[config.mk]
export PLATFORM = sky130hd
export DESIGN_NAME = tis_cmd_sender
export DESIGN_NICKNAME = d
export VERILOG_FILES = /design/src/rtl/tis_tx_pkg.sv /design/src/rtl/tis_wait_timer.sv /design/src/rtl/tis_chunk_size.sv /design/src/rtl/tis_cmd_sender.sv
export SDC_FILE = /design/constraint.sdc
export NUM_CORES = 1
export LEC_CHECK = 0
export CORE_MARGIN = 5
export CORE_UTILIZATION = 55
export CTS_BUF_LIST = sky130_fd_sc_hd__clkbuf_4 sky130_fd_sc_hd__clkbuf_8
export DETAILED_ROUTE_END_ITERATION = 10
export DONT_BUFFER_PORTS = 1
export PLACE_DENSITY = 0.68
export SLEW_MARGIN = 10
export SYNTH_ARGS = -nofsm -noshare
export SYNTH_HDL_FRONTEND = slang
export SYNTH_SLANG_ARGS = --single-unit
[constraint.sdc]
create_clock -name clk -period 5.15 [get_ports clk]
set_input_delay 1.545 -clock clk [delete_from_list [all_inputs] [get_ports clk]]
set_output_delay 1.545 -clock clk [all_outputs]
set_load 0.01 [all_outputs]
[src/rtl/tis_tx_pkg.sv]
// Package: shared codes for the TIS command transmit sequencer.
// Holds the register addresses, bit masks, error codes and FSM states.
package tis_tx_pkg;
    typedef enum logic [1:0] {
        TX_OK      = 2'd0,
        TX_TIMEOUT = 2'd1,
        TX_IOERR   = 2'd2,
        TX_SHORT   = 2'd3
    } tx_err_e;

    typedef enum logic [3:0] {
        S_IDLE, S_LOC_REQ, S_LOC_POLL, S_STS_CHK, S_STS_CXL, S_STS_POLL,
        S_BC_LO, S_BC_HI, S_FIFO, S_PRE_LAST, S_LAST, S_POST_LAST,
        S_GO, S_AB_CXL, S_AB_REL
    } seq_state_e;

    localparam logic [7:0] REG_ACCESS   = 8'h00;
    localparam logic [7:0] REG_STATUS   = 8'h18;
    localparam logic [7:0] REG_BURST_LO = 8'h19;
    localparam logic [7:0] REG_BURST_HI = 8'h1A;
    localparam logic [7:0] REG_FIFO     = 8'h24;

    localparam logic [7:0] ACC_REQ_USE  = 8'h02;
    localparam logic [7:0] ACC_ACTIVE   = 8'h20;
    localparam logic [7:0] ACC_VALID    = 8'h80;

    localparam logic [7:0] STS_CMD_RDY  = 8'h40;
    localparam logic [7:0] STS_GO       = 8'h20;
    localparam logic [7:0] STS_DATA_EXP = 8'h08;
endpackage

[src/rtl/tis_wait_timer.sv]
// Module: tis_wait_timer
// Counts clock cycles from the last clear and saturates at the limit.
// Assumes the limit is stable while the poll phase using it runs.
module tis_wait_timer #(
    parameter int CW = 8
) (
    input  logic          clk,
    input  logic          rst_n,
    input  logic          clr,
    input  logic [CW-1:0] limit,
    output logic          expired
);
    logic [CW-1:0] cnt;

    // Cycle counter, restarted by clr, holds once the limit is reached.
    always_ff @(posedge clk) begin
        if (!rst_n || clr) begin
            cnt <= '0;
        end else if (cnt < limit) begin
            cnt <= cnt + 1'b1;
        end
    end

    assign expired = (cnt >= limit);
endmodule

[src/rtl/tis_chunk_size.sv]
// Module: tis_chunk_size
// Picks the next FIFO chunk size as the smaller of burst count and remainder.
// Assumes remain excludes the held-back final byte.
module tis_chunk_size #(
    parameter int LEN_W = 12
) (
    input  logic [15:0]      burst,
    input  logic [LEN_W-1:0] remain,
    output logic [LEN_W-1:0] chunk
);
    localparam int MW = (LEN_W > 16) ? LEN_W : 16;

    logic [MW-1:0] b_ext;
    logic [MW-1:0] r_ext;

    // Widen both operands to a common width before comparing.
    always_comb begin
        b_ext = MW'(burst);
        r_ext = MW'(remain);
        chunk = (b_ext < r_ext) ? b_ext[LEN_W-1:0] : remain;
    end
endmodule

[src/rtl/tis_cmd_sender.sv]
// Module: tis_cmd_sender
// Sends one command through the TIS status/FIFO handshake: claim locality,
// ensure command-ready, stream chunks by burst count, hold back and check
// the final byte, issue GO. Failures cancel and release the locality.
// Assumes buf_data is combinational from buf_addr and that xact_done comes
// at least one cycle after xact_req.
module tis_cmd_sender
    import tis_tx_pkg::*;
#(
    parameter int LEN_W   = 12,
    parameter int HDR_LEN = 10,
    parameter int TMO_A   = 2000,
    parameter int TMO_B   = 20000,
    parameter int TMO_D   = 2000
) (
    input  logic             clk,
    input  logic             rst_n,
    input  logic             start,
    input  logic [LEN_W-1:0] cmd_len,
    output logic             busy,
    output logic             done,
    output logic [1:0]       err,
    output logic [LEN_W-1:0] buf_addr,
    input  logic [7:0]       buf_data,
    output logic             xact_req,
    output logic             xact_wr,
    output logic [7:0]       xact_addr,
    output logic [7:0]       xact_wdata,
    output logic             xact_chunk_end,
    input  logic             xact_done,
    input  logic [7:0]       xact_rdata
);
    localparam int TMO_AB  = (TMO_A > TMO_B) ? TMO_A : TMO_B;
    localparam int TMO_MAX = (TMO_AB > TMO_D) ? TMO_AB : TMO_D;
    localparam int CW      = $clog2(TMO_MAX + 1) + 1;
    localparam logic [CW-1:0]    LIM_A = CW'(TMO_A);
    localparam logic [CW-1:0]    LIM_B = CW'(TMO_B);
    localparam logic [CW-1:0]    LIM_D = CW'(TMO_D);
    localparam logic [LEN_W-1:0] ONE   = LEN_W'(1);
    localparam logic [LEN_W-1:0] HDR_W = LEN_W'(HDR_LEN);

    seq_state_e       state;
    tx_err_e          err_q;
    logic             pend;
    logic             done_q;
    logic             tmo_clr;
    logic             tmo_exp;
    logic [CW-1:0]    tmo_lim;
    logic [LEN_W-1:0] len_q;
    logic [LEN_W-1:0] idx;
    logic [LEN_W-1:0] chunk_left;
    logic [LEN_W-1:0] chunk_new;
    logic [7:0]       bc_lo;
    logic [15:0]      burst_now;
    logic             is_bus;
    logic             fin;

    assign fin       = pend && xact_done;
    assign burst_now = {xact_rdata, bc_lo};
    assign busy      = (state != S_IDLE);
    assign done      = done_q;
    assign err       = err_q;
    assign buf_addr  = idx;
    assign xact_req  = is_bus && !pend;

    // Timeout limit belongs to the poll phase in progress.
    always_comb begin
        case (state)
            S_LOC_POLL: tmo_lim = LIM_A;
            S_STS_POLL: tmo_lim = LIM_B;
            default:    tmo_lim = LIM_D;
        endcase
    end

    tis_wait_timer #(.CW(CW)) u_timer (
        .clk     (clk),
        .rst_n   (rst_n),
        .clr     (tmo_clr),
        .limit   (tmo_lim),
        .expired (tmo_exp)
    );

    tis_chunk_size #(.LEN_W(LEN_W)) u_chunk (
        .burst  (burst_now),
        .remain (len_q - ONE - idx),
        .chunk  (chunk_new)
    );

    // Register access issued by the current state.
    always_comb begin
        is_bus         = 1'b1;
        xact_wr        = 1'b0;
        xact_addr      = REG_STATUS;
        xact_wdata     = 8'h00;
        xact_chunk_end = 1'b0;
        case (state)
            S_LOC_REQ:  begin xact_wr = 1'b1; xact_addr = REG_ACCESS; xact_wdata = ACC_REQ_USE; end
            S_LOC_POLL: xact_addr = REG_ACCESS;
            S_STS_CHK, S_STS_POLL, S_PRE_LAST, S_POST_LAST: xact_addr = REG_STATUS;
            S_STS_CXL, S_AB_CXL: begin xact_wr = 1'b1; xact_wdata = STS_CMD_RDY; end
            S_BC_LO:    xact_addr = REG_BURST_LO;
            S_BC_HI:    xact_addr = REG_BURST_HI;
            S_FIFO:     begin
                xact_wr = 1'b1; xact_addr = REG_FIFO; xact_wdata = buf_data;
                xact_chunk_end = (chunk_left == ONE);
            end
            S_LAST:     begin
                xact_wr = 1'b1; xact_addr = REG_FIFO; xact_wdata = buf_data;
                xact_chunk_end = 1'b1;
            end
            S_GO:       begin xact_wr = 1'b1; xact_wdata = STS_GO; end
            S_AB_REL:   begin xact_wr = 1'b1; xact_addr = REG_ACCESS; xact_wdata = ACC_ACTIVE; end
            default:    is_bus = 1'b0;
        endcase
    end

    // Sequencer: advances on each access completion and tracks byte position.
    always_ff @(posedge clk) begin
        if (!rst_n) begin
            state      <= S_IDLE;
            err_q      <= TX_OK;
            pend       <= 1'b0;
            done_q     <= 1'b0;
            tmo_clr    <= 1'b0;
            len_q      <= '0;
            idx        <= '0;
            chunk_left <= '0;
            bc_lo      <= 8'h00;
        end else begin
            done_q  <= 1'b0;
            tmo_clr <= 1'b0;
            if (xact_req) pend <= 1'b1;
            if (fin)      pend <= 1'b0;
            if (state == S_IDLE) begin
                if (start) begin
                    len_q <= cmd_len;
                    idx   <= '0;
                    if (cmd_len < HDR_W) begin
                        done_q <= 1'b1;
                        err_q  <= TX_SHORT;
                    end else begin
                        err_q <= TX_OK;
                        state <= S_LOC_REQ;
                    end
                end
            end else if (fin) begin
                case (state)
                    S_LOC_REQ: begin state <= S_LOC_POLL; tmo_clr <= 1'b1; end
                    S_LOC_POLL: begin
                        if ((xact_rdata & (ACC_ACTIVE | ACC_VALID)) == (ACC_ACTIVE | ACC_VALID))
                            state <= S_STS_CHK;
                        else if (tmo_exp) begin state <= S_AB_CXL; err_q <= TX_TIMEOUT; end
                    end
                    S_STS_CHK: begin
                        if ((xact_rdata & STS_CMD_RDY) != 8'h00) begin state <= S_BC_LO; tmo_clr <= 1'b1; end
                        else state <= S_STS_CXL;
                    end
                    S_STS_CXL: begin state <= S_STS_POLL; tmo_clr <= 1'b1; end
                    S_STS_POLL: begin
                        if ((xact_rdata & STS_CMD_RDY) != 8'h00) begin state <= S_BC_LO; tmo_clr <= 1'b1; end
                        else if (tmo_exp) begin state <= S_AB_CXL; err_q <= TX_TIMEOUT; end
                    end
                    S_BC_LO: begin bc_lo <= xact_rdata; state <= S_BC_HI; end
                    S_BC_HI: begin
                        if (burst_now != 16'h0000) begin chunk_left <= chunk_new; state <= S_FIFO; end
                        else if (tmo_exp) begin state <= S_AB_CXL; err_q <= TX_TIMEOUT; end
                        else state <= S_BC_LO;
                    end
                    S_FIFO: begin
                        idx        <= idx + ONE;
                        chunk_left <= chunk_left - ONE;
                        if (chunk_left == ONE) begin
                            if (idx + ONE == len_q - ONE) state <= S_PRE_LAST;
                            else begin state <= S_BC_LO; tmo_clr <= 1'b1; end
                        end
                    end
                    S_PRE_LAST: begin
                        if ((xact_rdata & STS_DATA_EXP) != 8'h00) state <= S_LAST;
                        else begin state <= S_AB_CXL; err_q <= TX_IOERR; end
                    end
                    S_LAST: state <= S_POST_LAST;
                    S_POST_LAST: begin
                        if ((xact_rdata & STS_DATA_EXP) == 8'h00) state <= S_GO;
                        else begin state <= S_AB_CXL; err_q <= TX_IOERR; end
                    end
                    S_GO:     begin state <= S_IDLE; done_q <= 1'b1; end
                    S_AB_CXL: state <= S_AB_REL;
                    S_AB_REL: begin state <= S_IDLE; done_q <= 1'b1; end
                    default:  state <= S_IDLE;
                endcase
            end
        end
    end

    // A request is never repeated before its completion.
    p_req_pulse_r11: assert property (@(posedge clk) disable iff (!rst_n)
        xact_req |=> !xact_req);

    // Done is reported from idle with no access pending.
    p_done_idle_r11: assert property (@(posedge clk) disable iff (!rst_n)
        done |-> (!busy && !xact_req));

    // Short commands end at once with the short code.
    p_short_reject_r1: assert property (@(posedge clk) disable iff (!rst_n)
        (start && !busy && (cmd_len < HDR_W)) |=> (done && err == TX_SHORT));

    // A FIFO chunk state always has bytes left to send.
    p_chunk_nonzero_r6: assert property (@(posedge clk) disable iff (!rst_n)
        (state == S_FIFO) |-> (chunk_left != '0));

    // Release is only reached through the cancel write.
    p_release_after_cancel_r10: assert property (@(posedge clk) disable iff (!rst_n)
        (state == S_AB_REL) |-> ($past(state) == S_AB_CXL || $past(state) == S_AB_REL));
endmodule

== Word-level counts from Yosys, hierarchy flattened ==
Index checks and enable logic that the tools add are counted.
W data, S select, Z words.

* Shifts and indexed selects: 0
* $add $sub $neg: 5
* Reductions and logical operators: 29
* Multipliers: 0
* Bitwise gates (word level): 3
* Divide/modulo/power cells: 0
* Muxes and demuxes: 48
* Equal/unequal tests: 26
* Magnitude comparators: 4

{| class="wikitable"
|+ Operators with widths
! kind !! number
|-
| $mux W12 || 6
|-
| $pmux W4 S12 || 1
|-
| $mux W4 || 11
|-
| $pmux W8 S4 || 1
|-
| $eq A4 B4 Y1 const B || 7
|-
| $pmux W12 S2 || 1
|-
| $pmux W6 S4 || 1
|-
| $sub A12 B1 Y12 const B || 2
|-
| $mux W2 || 11
|-
| $ne A3 B3 Y1 const B || 6
|-
| $add A16 B1 Y16 const B || 1
|-
| $eq A4 B3 Y1 const B || 4
|-
| $ge A16 B15 Y1 || 1
|-
| $lt A16 B12 Y1 || 1
|-
| $lt A16 B15 Y1 || 1
|-
| $reduce_bool A16 Y1 || 1
|-
| $mux W15 || 1
|-
| $reduce_or A14 Y1 || 1
|-
| $add A12 B1 Y12 const B || 1
|-
| $eq A12 B1 Y1 const B || 1
|-
| $eq A12 B12 Y1 || 1
|-
| $lt A12 B4 Y1 const B || 1
|-
| $reduce_or A2 Y1 || 6
|-
| $sub A12 B12 Y12 || 1
|-
| other kinds (24) || 46
|}

* ROM bits: 0
* Memories: 0
* Register bits: 69
* RAM bits: 0
* Latch bits: 0

== Longest topological paths before layout ==
* Depth after elaboration: 8
* Depth in mapped cells: 20

== Hierarchy ==
From an unflattened synthesis, not the netlist that was laid out.

* Cells, all modules: 763
* Area, all modules: 5804.3 µm²

{| class="wikitable"
|+ Modules (own cells, without submodules)
! module !! area each (µm²) !! instances !! cells an instance
|-
| tis_cmd_sender || 4121.5 || 1 || 565
|-
| tis_wait_timer || 1172.4 || 1 || 147
|-
| tis_chunk_size || 510.5 || 1 || 51
|}

== Worst setup path after synthesis ==
No wires, ideal clock.

* Path kind: register to register
* From: register len_q[2]
* To: register chunk_left[3]
* Path slack: 1.121 ns
* Buffers on the path: 1
* Cell stages (with the launch flop): 19
* Arrival time: 3.958 ns
* Clock period less this slack: 4.029 ns
* Cell sequence: dfxtp_1 > or4_1 > nand2_1 > ha_1 > o21a_1 > o31a_1 > o41a_1 > o41ai_1 > o211a_1 > nand2_1 > ha_1 > nand3_1 > a21oi_1 > o21ai_0 > nand2_1 > clkbuf_1 > mux2i_1 > nand2_1 > a21oi_1

* Word-level cells in the longest chain between the ends: 6

{| class="wikitable"
|+ RTL lines
! element !! RTL line !! source
|-
| start: declaration || tis_cmd_sender.sv:49 || <nowiki>logic [LEN_W-1:0] len_q;</nowiki>
|-
| start signal: assignment || tis_cmd_sender.sv:136 || <nowiki>len_q <= cmd_len;</nowiki>
|-
| $sub A12 B1 Y12 * || tis_cmd_sender.sv:85 || <nowiki>.remain (len_q - ONE - idx),</nowiki>
|-
| $sub A12 B12 Y12 * || tis_cmd_sender.sv:85 ||
|-
| $lt A16 B12 Y1 || tis_chunk_size.sv:20 || <nowiki>chunk = (b_ext < r_ext) ? b_ext[LEN_W-1:0] : remain;</nowiki>
|-
| $mux W12 * || tis_chunk_size.sv:20 ||
|-
| $mux W12 * || tis_cmd_sender.sv:165 || <nowiki>if (burst_now != 16'h0000) begin chunk_left <= chunk_new; state <= S_FIFO; end</nowiki>
|-
| $pmux W12 S2 * || tis_cmd_sender.sv:147 || <nowiki>case (state)</nowiki>
|-
| end signal: assignment || tis_cmd_sender.sv:171 || <nowiki>chunk_left <= chunk_left - ONE;</nowiki>
|-
| end: declaration || tis_cmd_sender.sv:51 || <nowiki>logic [LEN_W-1:0] chunk_left;</nowiki>
|}

Every way passes the cells marked *; elsewhere a longest branch is shown, timed or not. The select of a mux whose other input is x is not followed.
A chain may end at the register's enable or synchronous reset.

== Final worst setup path ==
* From: register len_q[0]
* To: register chunk_left[1]

Same word-level chain as after synthesis.

==> results.toml <==
[logic_synthesis]
syn_area_mm2 = 0.00526
ys_seq_elements = 69
synth_compound_area_share_pct = 20.0
synth.distinct_cells = 67
synth_area_leaders = "dfxtp_1 (26%), ha_1 (8.3%), xnor2_1 (7.3%)"
synth_xor_area_share_pct = 8.64
synth-main-ff-cell = "dfxtp_1"
synth_adder_area_share_pct = 8.71
synthMuxAreaShare_pct = 3.09
seq_area_frac_synth_pct = 26.3
yosys.area_share.simple_pct = 27.7
synthCells = 707
syn-mean-instance-area_um2 = 7.43
synth_top_area_share_pct = 26.3
synth-async-reset-ratio_pct = 0
synth_top_area_cell = "dfxtp_1"
synth_edf_count = 0
synth-warning-count = 0
synth_top_family_by_area = "simple AND/OR/NAND/NOR gates"

[clocking]
cts_tree = "done"
post_cts_buffers = 0
clock-sinks = 69
cts_hold_buf = 0
clk_latency_ns = 0.35
cts_buffers = 9
path_clk_slew_ns = 0.08
cts_max_level = 3
ctsRootBufferMaster = "clkbuf_8"
cts.path.max_buffers = 2
ctsResizeCount = 0

[finish]
seq_area_mm2 = 0.00138
nFillCells = 893
final_cell_area_mm2 = 0.00552
syn2layout_area_growth_pct = 5.09
multiInputGateArea_mm2 = 0.00360
nets = 758
drive_above_1_share_pct = 4.90
antennaDiodeCount = 0

[placement]
gp_congestion = 0.998
io_buffers = 0
hpwlAfterDp_um = 10700
placed_cell_area_mm2 = 0.00533

[worst_setup_path]
path_buf_inv = 1
crit_top_cell = "ha_1"
crit_type = "register to register"
worst-path-max-fanout = 19
crit_chain = "inv_1 -> ha_1 -> nor3b_1 -> xor2_1 -> ha_1 -> o21ai_0 -> a21boi_0 -> o41a_1 -> o41ai_1 -> o211a_1 -> nand2_1 -> ha_1 -> nor2b_1 -> nor3b_1 -> nand2_1 -> mux2_2 -> o21ai_0 -> a21oi_1"
end_kind = "register"
r2r_setup_slack_ns = 0.39
path_delay_family = "compound AO/OA/AOI/OAI gates"
cp-start-kind = "register"
crit_required_ns = 5.34
critPathMaxStageDelay_ns = 0.56
crit_path_top_delay_cell = "o41ai_1"
arrival_ns = 4.95

[routing]
num_vias = 5094
route.detailed.drc = 0
drt-initial-drc-count = 315
wl_per_cell_um = 17.1
vias_per_cell = 6.19
wirelength_um = 14100
drt_pass1_iterations = 6
postRouteAntennaNets = 0

[power_and_ir_drop]
ir_worst_vdd_v = 0.000117
switchingPower_w = 0.000525
comb_power_share_pct = 32.2
p_leak_nw = 2.07
power_w = 0.00150
power.internal_w = 0.000978
p_sw_share_pct = 34.9
power_frac_seq_pct = 37.7
powerDensity_mw_per_mm2 = 272
clock_power_share_pct = 30.1

[global_routing]
grt_max_degree = 26
grt_pass1_vias = 4720
grtUsageTotal_pct = 24.3
grt.busiest_layer = "met2"
grt_overflow = 0
grt_pass1_wl_um = 23000
globalRouteMet3Util_pct = 5.40
grt.met2_usage_pct = 40.2
use_met1_pct = 31.8
antenna_found_initial = 0

[sta]
max_slew_margin_pct = 43.9
rsz0062_at_grt = "no"
report.final.slew_viol_count = 0
finalSetupViolations = 0
fin_setup_tns_ns = 0
worst_pin_slew_ns = 0.840
skew_ns = 0.0108
fmax_ghz = 0.210
final_hold_viol_count = 0
finalCritPeriodShare_pct = 92.4
holdWs_ns = 0.490
fin_crit_ns = 4.76

[floorplanning]
start_util_pct = 56.6
die_w_um = 108
num_io_pins = 67
coreArea_mm2 = 0.00928
num_rows = 35
die_area_mm2 = 0.0116
die_h_um = 108

[outcome]
status = "completed"

[min_path]
hp-class = "register to register"

[run]
maxCapViolCount = 0
sequential cells by signal, indices dropped and copies added (netlist names):
name         flops
bc_lo            8
buf_addr        12
chunk_left      12
done             1
err              2
len_q           12
pend             1
state            4
tmo_clr          1
u_timer.cnt     16
layout make-up:
cell class	count	area share, %
Multi-Input combinational cell	566	65.1
Sequential cell	69	25.0
Tap cell	129	2.92
Inverter	38	2.58
Clock buffer	10	2.49
Clock inverter	5	1.09
Timing Repair Buffer	6	0.815
cells in the final DEF, fill, tap and decap left out, types with 14 or more instances in the layout:
cell type  Yosys  routed
mux2i_1       14      14
nand3_1       29      29
o21ai_0       37      37
nor4_1        21      20
dfxtp_1       69      69
xnor2_1       44      44
nor2_1        93      93
inv_1         38      38
ha_1          35      35
nand2_1       71      71
a21oi_1       52      52
kinds of logic (layout without fill, tap and decap cells):
family,after synthesis,in the layout
and+or+nand+nor,295,295
AOI/OAI and AO/OA,166,166
buffers and inverters,73,59
DFF,69,69
xor gates and xnor gates,51,51
adders and majority gates,36,36
muxes,16,16
other,1,2
cell usage after synthesis, types with 5 or more instances:
library cell   n
a22oi_1        5
clkbuf_1      28
o31ai_1        7
nor2_1        93
nor3_1        13
xor2_1         6
inv_1         38
and2_1         9
and3_1         6
nand3_1       29
xnor2_1       44
a31oi_1        9
nor2b_1        8
nor4_1        21
nand4_1        7
nor3b_1        5
o22ai_1        6
nand2b_1       8
mux2i_1       14
a21oi_1       52
o211ai_1       6
ha_1          35
o21ai_0       37
nand2_1       71
dfxtp_1       69
power by group through the flow:
stage	clock [W]	sequential (W)	combinational (W)
after floorplan	0	0.000569	0.000384
after global placement	0	0.000578	0.000463
after detailed placement	0	0.000579	0.000477
after CTS	0.000464	0.000566	0.000480
after global routing	0.000485	0.000569	0.000538
final	0.000453	0.000567	0.000484
routing by layer:
| layer | wire length, um | vias up |
|---|---|---|
| li1 | - | 2479 |
| met1 | 6160 | 2359 |
| met2 | 6430 | 237 |
| met3 | 1170 | 19 |
| met4 | 315 | 0 |
| met5 | 0 | - |
metrics by stage:
stage	setup slack, ns	instances	util (%)
floorplan	1.12	708	-
global placement	0.657	808	57.4
detailed placement	0.479	808	57.4
CTS	0.432	823	59.5
global route	0.0182	823	59.5
finish	0.391	823	59.5
final timing paths:
kind,start,to,cells after the start
min,chunk_left[1]$_SDFFE_PN0P_,chunk_left[1]$_SDFFE_PN0P_,2
min reg2reg,chunk_left[1]$_SDFFE_PN0P_,chunk_left[1]$_SDFFE_PN0P_,2
max reg2reg,len_q[0]$_SDFFE_PN0P_,chunk_left[1]$_SDFFE_PN0P_,18
max,len_q[0]$_SDFFE_PN0P_,chunk_left[1]$_SDFFE_PN0P_,18
worst min-delay path: cells and delay by family, from the launching register on:
kind	cells	cell delay [ns]
AOI/OAI and AO/OA	1	0.05
and+or+nand+nor	1	0.06
DFF	1	0.33
Power figures use the tool's default switching activity.
